<file path="src/rtl/a20CacheGatePkg.sv">
package a20CacheGatePkg;
  localparam int ADDR_W   = 32;
  localparam int A20_BIT  = 20;
  localparam int MEG_BITS = 20;
  localparam int LOW_BITS = 16;
  localparam int SIZE_W   = $clog2(ADDR_W + 1);

  typedef struct packed {
    logic capture;
    logic cfgTake;
  } gateStrobes_t;

  typedef struct packed {
    logic              cacheOn;
    logic              a20PinOn;
    logic              extPinOn;
    logic              lowMegOk;
    logic              ncOn;
    logic [ADDR_W-1:0] ncBase;
    logic [SIZE_W-1:0] ncSizeLog2;
  } gateCfg_t;
endpackage

</file>
<file path="src/rtl/a20CacheGateCtrl.sv">
module a20CacheGateCtrl
  import a20CacheGatePkg::*;
(
  input  logic         clk,
  input  logic         rstN,
  input  logic         addrValid,
  input  logic         cfgLoad,
  output gateStrobes_t strobes
);
  always_comb begin
    strobes.capture = addrValid;
    strobes.cfgTake = cfgLoad;
  end

  // The datapath relies on strobes being clean after reset.
  assert_strobe_known_R2: assert property (@(posedge clk) disable iff (!rstN)
    !$isunknown(strobes));
endmodule

</file>
<file path="src/rtl/a20CacheGateDp.sv">
module a20CacheGateDp
  import a20CacheGatePkg::*;
#(
  parameter int AW = ADDR_W,
  parameter int SW = SIZE_W
) (
  input  logic          clk,
  input  logic          rstN,
  input  gateStrobes_t  strobes,
  input  gateCfg_t      cfgIn,
  input  logic [AW-1:0] addrIn,
  input  logic          a20MaskN,
  input  logic          extCacheEnN,
  output logic          cacheableQ,
  output logic [AW-1:0] lookupQ
);
  localparam logic [AW-1:0] ALL_ONES = {AW{1'b1}};

  gateCfg_t      cfgQ;
  logic [AW-1:0] maskedAddr;
  logic [AW-1:0] ncMask;
  logic          lowHit, ncHit, extOk, decide;

  always_ff @(posedge clk) begin
    if (!rstN)                cfgQ <= '0;
    else if (strobes.cfgTake) cfgQ <= cfgIn;
  end

  always_comb begin
    maskedAddr = addrIn;
    if (cfgQ.a20PinOn && !a20MaskN) maskedAddr[A20_BIT] = 1'b0;
    lowHit = (maskedAddr[MEG_BITS-1:LOW_BITS] == '0);
    ncMask = ALL_ONES << cfgQ.ncSizeLog2;
    ncHit  = cfgQ.ncOn && ((maskedAddr & ncMask) == (cfgQ.ncBase & ncMask));
    extOk  = !cfgQ.extPinOn || !extCacheEnN;
    decide = cfgQ.cacheOn && (cfgQ.lowMegOk || !lowHit) && !ncHit && extOk;
  end

  always_ff @(posedge clk) begin
    if (!rstN) begin
      cacheableQ <= 1'b0;
      lookupQ    <= '0;
    end else if (strobes.capture) begin
      cacheableQ <= decide;
      lookupQ    <= maskedAddr;
    end
  end

  assert_hold_R2: assert property (@(posedge clk) disable iff (!rstN)
    !strobes.capture |=> ($stable(cacheableQ) && $stable(lookupQ)));
  assert_a20_clear_R3: assert property (@(posedge clk) disable iff (!rstN)
    (strobes.capture && cfgQ.a20PinOn && !a20MaskN) |=> !lookupQ[A20_BIT]);
  assert_low_bits_pass_R3: assert property (@(posedge clk) disable iff (!rstN)
    strobes.capture |=> (lookupQ[A20_BIT-1:0] == $past(addrIn[A20_BIT-1:0])));
  assert_low_meg_block_R4: assert property (@(posedge clk) disable iff (!rstN)
    (strobes.capture && !cfgQ.lowMegOk && addrIn[MEG_BITS-1:LOW_BITS] == '0)
      |=> !cacheableQ);
  assert_ext_veto_R6: assert property (@(posedge clk) disable iff (!rstN)
    (strobes.capture && cfgQ.extPinOn && extCacheEnN) |=> !cacheableQ);
  assert_global_off_R8: assert property (@(posedge clk) disable iff (!rstN)
    (strobes.capture && !cfgQ.cacheOn) |=> !cacheableQ);
endmodule

</file>
<file path="src/rtl/a20CacheGate.sv">
module a20CacheGate
  import a20CacheGatePkg::*;
(
  input  logic              clk,
  input  logic              rstN,
  input  logic              cfgLoad,
  input  logic              cfgCacheOn,
  input  logic              cfgA20PinOn,
  input  logic              cfgExtPinOn,
  input  logic              cfgLowMegOk,
  input  logic              cfgNcOn,
  input  logic [ADDR_W-1:0] cfgNcBase,
  input  logic [SIZE_W-1:0] cfgNcSizeLog2,
  input  logic              addrValid,
  input  logic [ADDR_W-1:0] addrIn,
  input  logic              a20MaskN,
  input  logic              extCacheEnN,
  output logic              cacheable,
  output logic [ADDR_W-1:0] lookupAddr
);
  gateStrobes_t strobes;
  gateCfg_t     cfgBundle;

  always_comb begin
    cfgBundle.cacheOn    = cfgCacheOn;
    cfgBundle.a20PinOn   = cfgA20PinOn;
    cfgBundle.extPinOn   = cfgExtPinOn;
    cfgBundle.lowMegOk   = cfgLowMegOk;
    cfgBundle.ncOn       = cfgNcOn;
    cfgBundle.ncBase     = cfgNcBase;
    cfgBundle.ncSizeLog2 = cfgNcSizeLog2;
  end

  a20CacheGateCtrl ctrl_i (
    .clk(clk), .rstN(rstN), .addrValid(addrValid), .cfgLoad(cfgLoad),
    .strobes(strobes)
  );

  a20CacheGateDp dp_i (
    .clk(clk), .rstN(rstN), .strobes(strobes), .cfgIn(cfgBundle),
    .addrIn(addrIn), .a20MaskN(a20MaskN), .extCacheEnN(extCacheEnN),
    .cacheableQ(cacheable), .lookupQ(lookupAddr)
  );
endmodule

</file>
<file path="config.mk">
export PLATFORM = sky130hd
export DESIGN_NAME = a20CacheGate
export DESIGN_NICKNAME = d
export VERILOG_FILES = /design/src/rtl/a20CacheGatePkg.sv /design/src/rtl/a20CacheGateCtrl.sv /design/src/rtl/a20CacheGateDp.sv /design/src/rtl/a20CacheGate.sv
export SDC_FILE = /design/constraint.sdc
export NUM_CORES = 1
export LEC_CHECK = 0
export BUFFER_PORTS_ARGS = -buffer_cell sky130_fd_sc_hd__buf_2
export CORE_ASPECT_RATIO = 0.9
export CORE_MARGIN = 2
export CORE_UTILIZATION = 50
export DETAILED_ROUTE_END_ITERATION = 6
export GPL_TIMING_DRIVEN = 0
export MAX_ROUTING_LAYER = met4
export PLACE_DENSITY = 0.9
export SYNTH_ARGS = -nofsm -noshare
export SYNTH_HDL_FRONTEND = slang
export SYNTH_SLANG_ARGS = --single-unit
</file>
<file path="constraint.sdc">
create_clock -name clk -period 1.88 [get_ports clk]
set_clock_uncertainty 0.2 [all_clocks]
set_input_delay 0.282 -clock clk [delete_from_list [all_inputs] [get_ports clk]]
set_output_delay 0.282 -clock clk [all_outputs]
set_load 0.01 [all_outputs]
</file>
==> results.yml, run 1 <==
cells_and_area:
  final_util: 0.727
  syn_to_final_growth_pct: 38.2
  drive_gt1_frac: 0.318
  seq_area_mm2: 0.00153
  multiInputGateArea_mm2: 0.00194
  fin_cells: 596
  fillers: 495
  diodes: 0
  nNetsFinal: 582
route:
  avgViaCountPerCell: 5.17
  dr.pass1.iters: 5
  num_vias: 3083
  drc_errors: 0
  first_iter_violations: 222
  routedWlPerCell_um: 15.9
  finalWirelength_um: 9500
  drt.antenna.violating_nets: 0
sta:
  finalMaxSlewViolations: 0
  fmax_mhz: 540
  post-route-period-util: 0.984
  hold_viol: 0
  setup_viol: 0
  fin_crit_ps: 1850
  hold_ws_ps: 2.16
  slew_headroom: 0.590
  worst_pin_slew_ps: 615
yosys:
  yosysTopAreaCell: "dfxtp_1"
  yosysUniqueCellTypes: 39
  synth-warning-count: 0
  syn_area_mm2: 0.00352
  synth_seq_cells: 76
  syn_area_per_cell_um2: 10.3
  seq_area_frac_synth: 0.432
  synth_area_leaders: "dfxtp_1, mux2i_1, nor2b_1"
  synth_nets: 424
  yosysTopAreaCellShare: 0.432
  syn_inst: 343
clock_tree:
  clkSinkCount: 76
  numCtsBuffers: 9
  h-tree-depth: 3
  clkTransAtPathRegs_ps: 90
  clock_path_buffers: 2
  cts_tree: "done"
  clk_latency_ps: 360
  cts-root-buf: "clkbuf_8"
critical_path:
  critPathLaunchType: "register"
  crit_type: "reg -> reg"
  reg2reg_depth: 7
  cp_max_fo: 8
  r2r_slack_ps: 30
  worstPathRequired_ps: 1920
  end_kind: "register"
  arrival_ps: 1890
job:
  maxCapViolCount: 0
global_routing:
  grt_pass1_wl_um: 14000
  track_usage: 0.239
  use_met3: 0.0533
  met2_usage: 0.386
  grt_max_degree: 14
  overflow: 0
  grt_pass1_vias: 2915
  grt_most_used_layer: "met2"
  antenna_found_initial: 0
  grt.met1_usage: 0.294
hold_path:
  hold_path.class: "in -> reg"
  min_delay_path_depth: 3
place:
  gp_congestion: 0.870
  hpwl_um: 6550
  numPortBuffers: 111
  dpl.cell_count: 544
floorplan:
  pin_count: 114
  start_util: 0.526
  core_mm2: 0.00669
  die_w_um: 92.4
  die-height_um: 83.6
  die_area_mm2: 0.00772
  row_count: 28
power_and_ir_drop:
  worst_ir_drop_vdd_v: 0.000602
  total_power_mw: 3.95
  power_density_mw_per_mm2: 812
  leakagePower_nw: 2.28
run_status:
  outcome: "completed"
## stage by stage
step	TNS [ps]	worst slack [ps]	instance area, µm²
finish	0	29.7	4860
global route	-33.7	-33.7	4860
CTS	0	7.96	4720
detailed placement	-73.0	-73.0	4190
global placement	-44.5	-44.5	4190
floorplan	0	164	3520
## cells in the final DEF (no fill, tap or decap), types with 2 or more instances in the layout
cell type      netlist  layout
buf_2                7     119
nor2b_1             75      75
mux2i_1             74      74
dfxtp_1             76      72
dlygate4sd3_1        0      28
xor2_1              20      20
xnor2_1             12      11
clkbuf_1            12      10
a21oi_1             10       9
clkbuf_8             0       9
buf_4                2       8
o21ai_0              6       6
a22oi_1              4       4
nand2_1              4       4
buf_6                1       3
inv_1                3       3
nand3_1              3       3
bufinv_16            0       3
dfxtp_2              0       3
nor2_1               2       2
a41oi_2              0       2
a21o_1               2       2
nand3b_1             2       2
o31ai_1              2       2
nand2b_1             2       2
clkinv_2             0       2
clkinvlp_4           0       2
## flip-flops by register name, summed over array words and instances (netlist names)
name / flops
dp_i.cacheableQ: 1
dp_i.lookupQ: 32
dp_i.cfgQ: 43
## where the power goes
part	internal, mW	total, mW	switching [mW]
logic	0.354	0.684	0.330
clock network	0.876	1.50	0.622
registers	1.71	1.77	0.0623
## repair_timing
item	4_1_cts	5_1_grt
pin swaps	3	6
hold buffers	28	0
setup buffers	0	8
resized for setup	5	20
setup endpoints to repair	1	1
hold endpoints to repair	28	0
## final timing paths
| check | endpoint | from |
|---|---|---|
| setup / recovery | dp_i.cacheableQ | dp_i.cfgQ[0] |
| hold / removal | dp_i.cfgQ[15] | cfgNcBase[9] |
| setup reg to reg | dp_i.cacheableQ | dp_i.cfgQ[0] |
| hold reg to reg | dp_i.lookupQ[20] | dp_i.lookupQ[20] |
## kinds of logic after synthesis
logic type	share of synthesized area
buf+inv	0.0356
flops	0.432
simple gates	0.161
mux	0.211
xor+xnor	0.0797
compound gates	0.0775
fa+ha+maj	0.00285
## per-layer routing
metal,up-vias,share of wire
met1,1437,0.45
li1,1488,-
met2,137,0.47
met5,-,0
met3,21,0.060
met4,0,0.020
## cells in the mapped netlist
master / count
buf_4: 2
mux2i_1: 74
xor2_1: 20
o31ai_1: 2
xnor2_1: 12
a21o_1: 2
o211a_1: 1
o22ai_1: 1
o21ai_1: 1
a2bb2oi_1: 1
a221oi_1: 1
dfxtp_1: 76
and3_1: 1
a2111oi_2: 1
a41oi_1: 3
nand2_1: 4
buf_6: 1
nand4_1: 1
or2_1: 1
nand3b_1: 2
a22oi_1: 4
a211oi_1: 1
a32oi_1: 1
a31oi_1: 2
nand3_1: 3
buf_2: 7
a21oi_1: 10
nor2_1: 2
nor2b_1: 75
clkbuf_1: 12
o21ai_0: 6
nor3_1: 3
inv_1: 3
clkbuf_4: 1
o2111ai_1: 1
o211ai_1: 1
maj3_1: 1
a21boi_0: 1
nand2b_1: 2
## cell type report
type | count | share of cell area
buffer | 23 | 0.0270
tap | 90 | 0.0232
multi-input combinational | 241 | 0.400
sequential | 76 | 0.314
clock inverter | 7 | 0.0237
timing repair buffer | 147 | 0.184
inverter | 3 | 0.00232
clock buffer | 9 | 0.0255
## worst max-delay path, cell delays in order, from the launching register on
cell,delay [ps]
dfxtp_2,330
buf_6,120
or2_4,150
a31oi_4,110
a2111oi_4,300
a41oi_2,180
nor3_2,250
a21oi_1,90
Note: power is estimated with default switching activity, not from simulation.
==> run 2, diff against run 1 <==
CORE_MARGIN = 8   (was 2)
==> results.yml, run 2 (same netlist as run 1, synthesis figures left out) <==
sta:
  post-route-period-util: 0.967
  hold_viol: 0
  worst_pin_slew_ps: 555
  slew_headroom: 0.630
  finalMaxSlewViolations: 0
  fin_crit_ps: 1820
  fmax_mhz: 550
  setup_viol: 0
  hold_ws_ps: 12.0
route:
  num_vias: 2979
  finalWirelength_um: 9490
  drt.antenna.violating_nets: 0
  routedWlPerCell_um: 16.3
  first_iter_violations: 168
  avgViaCountPerCell: 5.13
  drc_errors: 0
  dr.pass1.iters: 5
global_routing:
  overflow: 0
  grt_pass1_wl_um: 15300
  grt_pass1_vias: 3166
  track_usage: 0.197
  grt_max_degree: 13
  antenna_found_initial: 1
power_and_ir_drop:
  worst_ir_drop_vdd_v: 0.000419
  leakagePower_nw: 2.14
  power_density_mw_per_mm2: 763
place:
  numPortBuffers: 111
  hpwl_um: 7190
  gp_congestion: 0.890
critical_path:
  crit_chain: "buf_6 > a41oi_1 > a2111oi_2 > a41oi_1 > nor3_2 > a21oi_1"
  reg2reg_depth: 6
  crit_type: "reg -> reg"
  worstPathRequired_ps: 1910
  cpMostUsedCell: "a41oi_1"
  cpPeakStageDelay_ps: 400
  critPathLaunchType: "register"
  arrival_ps: 1850
  r2r_slack_ps: 60
  reg2reg_from: "dp_i.cfgQ[1]"
  r2r-end: "dp_i.cacheableQ"
  crit_slowest_cell: "dfxtp_4"
  end_kind: "register"
  cp_max_fo: 10
cells_and_area:
  seq_area_mm2: 0.00153
  syn_to_final_growth_pct: 30.0
  nNetsFinal: 563
  multiInputGateArea_mm2: 0.00190
  final_util: 0.660
  layout_common_cells: "buf_2, nor2b_1, dfxtp_1"
  largestRegisters: "dp_i.cfgQ x43, dp_i.lookupQ x32, dp_i.cacheableQ x1"
  fillers: 531
  drive_gt1_frac: 0.296
  largest_register_ffs: 43
  largest-register: "dp_i.cfgQ"
  mostFrequentLayoutCell: "buf_2"
floorplan:
  die_w_um: 104
  die-height_um: 95.6
  core_mm2: 0.00693
  start_util: 0.508
  die_area_mm2: 0.00998
  row_count: 29
  pin_count: 114
clock_tree:
  clkSinkCount: 76
  clock_path_buffers: 2
  numCtsBuffers: 9
  h-tree-depth: 3
  cts-root-buf: "clkbuf_8"
  clkTransAtPathRegs_ps: 80
  cts_tree: "done"
  clk_latency_ps: 340
hold_path:
  min_to: "dp_i.cfgQ[37]"
  hp-start: "cfgNcBase[31]"
  hold_path.class: "in -> reg"
  min_delay_path_depth: 3
run_status:
  outcome: "completed"
job:
  maxCapViolCount: 0
run 2: critical path: cells and delay by family, from the launching register on:
| family | cells | cell delay [ps] |
|---|---|---|
| compound gates | 4 | 730 |
| flops | 1 | 400 |
| simple gates | 1 | 230 |
| buf+inv | 1 | 150 |
run 2: metrics by stage:
step	setup TNS, ps	worst slack (ps)	total power [mW]	cell area (µm²)	cells
3_5_place_dp	-57.5	-57.5	2.38	4190	547
3_3_place_gp	-42.1	-42.1	2.36	4190	547
2_1_floorplan	0	164	2.15	3520	343
6_report	0	62.8	3.49	4570	581
4_1_cts	0	18.6	3.50	4540	580
5_1_grt	-6.46	-6.46	3.65	4570	581
run 2: final cells by class:
| cell class | instances | area share |
|---|---|---|
| Multi-Input combinational cell | 241 | 0.415 |
| Clock inverter | 4 | 0.00547 |
| Sequential cell | 76 | 0.334 |
| Timing Repair Buffer | 128 | 0.159 |
| Clock buffer | 12 | 0.0317 |
| Inverter | 3 | 0.00246 |
| Tap cell | 93 | 0.0254 |
| Buffer | 23 | 0.0276 |
| Antenna cell | 1 | 0.000547 |
run 2: repair_timing:
item,4_1_cts,5_1_grt
pin swaps,1,3
gates resized for setup,3,10
endpoints found under the setup margin,1,1
cloned,0,0
hold endpoints to repair,17,0
setup buffers,0,0
hold buffers,17,0
run 2: how the worst max path moves through the flow:
stage / start / endpoint / slack [ps]
finish: dp_i.cfgQ[1] / dp_i.cacheableQ / 60
global route: dp_i.cfgQ[2] / dp_i.cacheableQ / -6
CTS: dp_i.cfgQ[0] / dp_i.cacheableQ / 20
detailed placement: dp_i.cfgQ[1] / dp_i.cacheableQ / -60
global placement: dp_i.cfgQ[1] / dp_i.cacheableQ / -40
floorplan: dp_i.cfgQ[2] / dp_i.cacheableQ / 160
run 2: per-layer routing:
layer / part of all wire / wire (µm) / track usage
met5: 0 / 0 / -
met4: 0.023 / 221 / 0.0975
met3: 0.063 / 595 / 0.0432
met2: 0.48 / 4560 / 0.328
met1: 0.43 / 4120 / 0.224
run 2: power by group:
group	total [mW]	internal [mW]	leakage, nW	switching [mW]
logic	0.623	0.318	1.43	0.305
registers	1.76	1.70	0.628	0.0594
clock network	1.10	0.512	0.0824	0.591
==> run 3, diff against run 2 <==
CORE_UTILIZATION = 40   (was 50)
PLACE_DENSITY = 0.67   (was 0.9)
==> results.yml, run 3 (same netlist as run 1, synthesis figures left out) <==
sta:
  worst_pin_slew_ps: 518
  setup_viol: 0
  fin_tns_setup_ps: 0
  hold_viol: 0
  post-route-period-util: 0.962
  fin_crit_ps: 1810
  hold_ws_ps: 9.21
  slew_headroom: 0.654
  fmax_mhz: 553
  setup_ws_ps: 72.3
  finalMaxSlewViolations: 0
  rsz0062_at_grt: "false"
cells_and_area:
  seq_area_mm2: 0.00153
  mostFrequentLayoutCell: "buf_2"
  final_util: 0.551
  nNetsFinal: 571
  drive_gt1_frac: 0.291
  fin_cells: 613
  syn_to_final_growth_pct: 34.3
  fillers: 830
  largestRegisters: "dp_i.cfgQ x43, dp_i.lookupQ x32, dp_i.cacheableQ x1"
  layout_common_cells: "buf_2, nor2b_1, dfxtp_1"
  largest_register_ffs: 43
  multiInputGateArea_mm2: 0.00189
  diodes: 0
  largest-register: "dp_i.cfgQ"
floorplan:
  die-height_um: 105
  core_mm2: 0.00857
  die_w_um: 115
  row_count: 32
  die_area_mm2: 0.0121
  start_util: 0.411
  pin_count: 114
clock_tree:
  cts-root-buf: "clkbuf_8"
  clkSinkCount: 76
  h-tree-depth: 3
  clk_latency_ps: 350
  cts_tree: "done"
  clkTransAtPathRegs_ps: 80
  numCtsBuffers: 9
  clock_path_buffers: 2
critical_path:
  cpMostUsedCell: "a41oi_1"
  worstPathRequired_ps: 1910
  cpPeakStageDelay_ps: 400
  critPathLaunchType: "register"
  cp_max_fo: 7
  end_kind: "register"
  arrival_ps: 1840
  crit_slowest_cell: "dfxtp_4"
  crit_chain: "buf_8 > a41oi_1 > a2111oi_2 > a41oi_1 > nor3_1 > a21oi_1"
  crit_type: "reg -> reg"
place:
  dpl.cell_count: 573
  pre_cts_slack_ps: -25.7
  gp_congestion: 0.825
  numPortBuffers: 111
  hpwl_um: 7490
global_routing:
  grt_pass1_vias: 3210
  antenna_found_initial: 0
  track_usage: 0.169
  overflow: 0
  grt_pass1_wl_um: 15700
  grt_max_degree: 13
route:
  routedWlPerCell_um: 15.9
  first_iter_violations: 94
  drc_errors: 0
  finalWirelength_um: 9760
  dr.pass1.iters: 5
  drt.antenna.violating_nets: 0
  num_vias: 2928
  avgViaCountPerCell: 4.78
hold_path:
  hold_path.class: "in -> reg"
power_and_ir_drop:
  leakagePower_nw: 2.21
  worst_ir_drop_vdd_v: 0.000553
  power_density_mw_per_mm2: 804
job:
  maxCapViolCount: 0
run_status:
  outcome: "completed"
run 3: cell types whose count changed in the layout (fill, tap and decap cells not counted), sizes merged:
cell / change
buf: +3
bufinv: +2
clkbuf: -2
diode: -1
clkinvlp: -1
dlygate4sd3: +6
clkinv: -1
run 3: layer usage:
layer	wire (µm)	global-route usage
met3	621	0.0558
met5	0	-
met4	92	0.0469
met1	4250	0.195
met2	4800	0.275
run 3: final cells by class:
type,count,share of cell area
Clock inverter,4,0.0154
Sequential cell,76,0.323
Tap cell,119,0.0315
Inverter,3,0.00238
Clock buffer,11,0.0320
Multi-Input combinational cell,241,0.399
Buffer,23,0.0273
Timing Repair Buffer,136,0.169
run 3: through the flow:
stage,cell area (µm²),power [mW]
floorplan,3520,2.15
global placement,4220,2.37
detailed placement,4220,2.39
CTS,4660,3.82
global route,4720,3.98
finish,4720,3.80
run 3: repair_timing:
action,4_1_cts,5_1_grt
setup buffers,0,2
endpoints found under the setup margin,1,1
resized for setup,4,7
pin swaps,1,3
hold buffers,20,3
hold endpoints to repair,20,3
run 3: path summary, 6_finish.rpt:
kind	start	to	slack (ps)	cells past startpoint
max	dp_i.cfgQ[1]	dp_i.cacheableQ	70	6
min	cfgNcBase[0]	dp_i.cfgQ[6]	9	3
max reg2reg	dp_i.cfgQ[1]	dp_i.cacheableQ	70	6
min reg2reg	dp_i.lookupQ[20]	dp_i.lookupQ[20]	290	2
run 3: where the power goes:
group          switching [mW]  internal (mW)
clock                   0.589          0.811
combinational           0.306          0.330
sequential             0.0588           1.70
total                   0.954           2.85
run 3: critical path, delay by kind of cell, from the launching register on:
| kind | cells | cell delay (ps) |
|---|---|---|
| AO/OA/AOI/OAI | 4 | 720 |
| flip-flops | 1 | 400 |
| buffers and inverters | 1 | 120 |
| AND/OR/NAND/NOR | 1 | 260 |
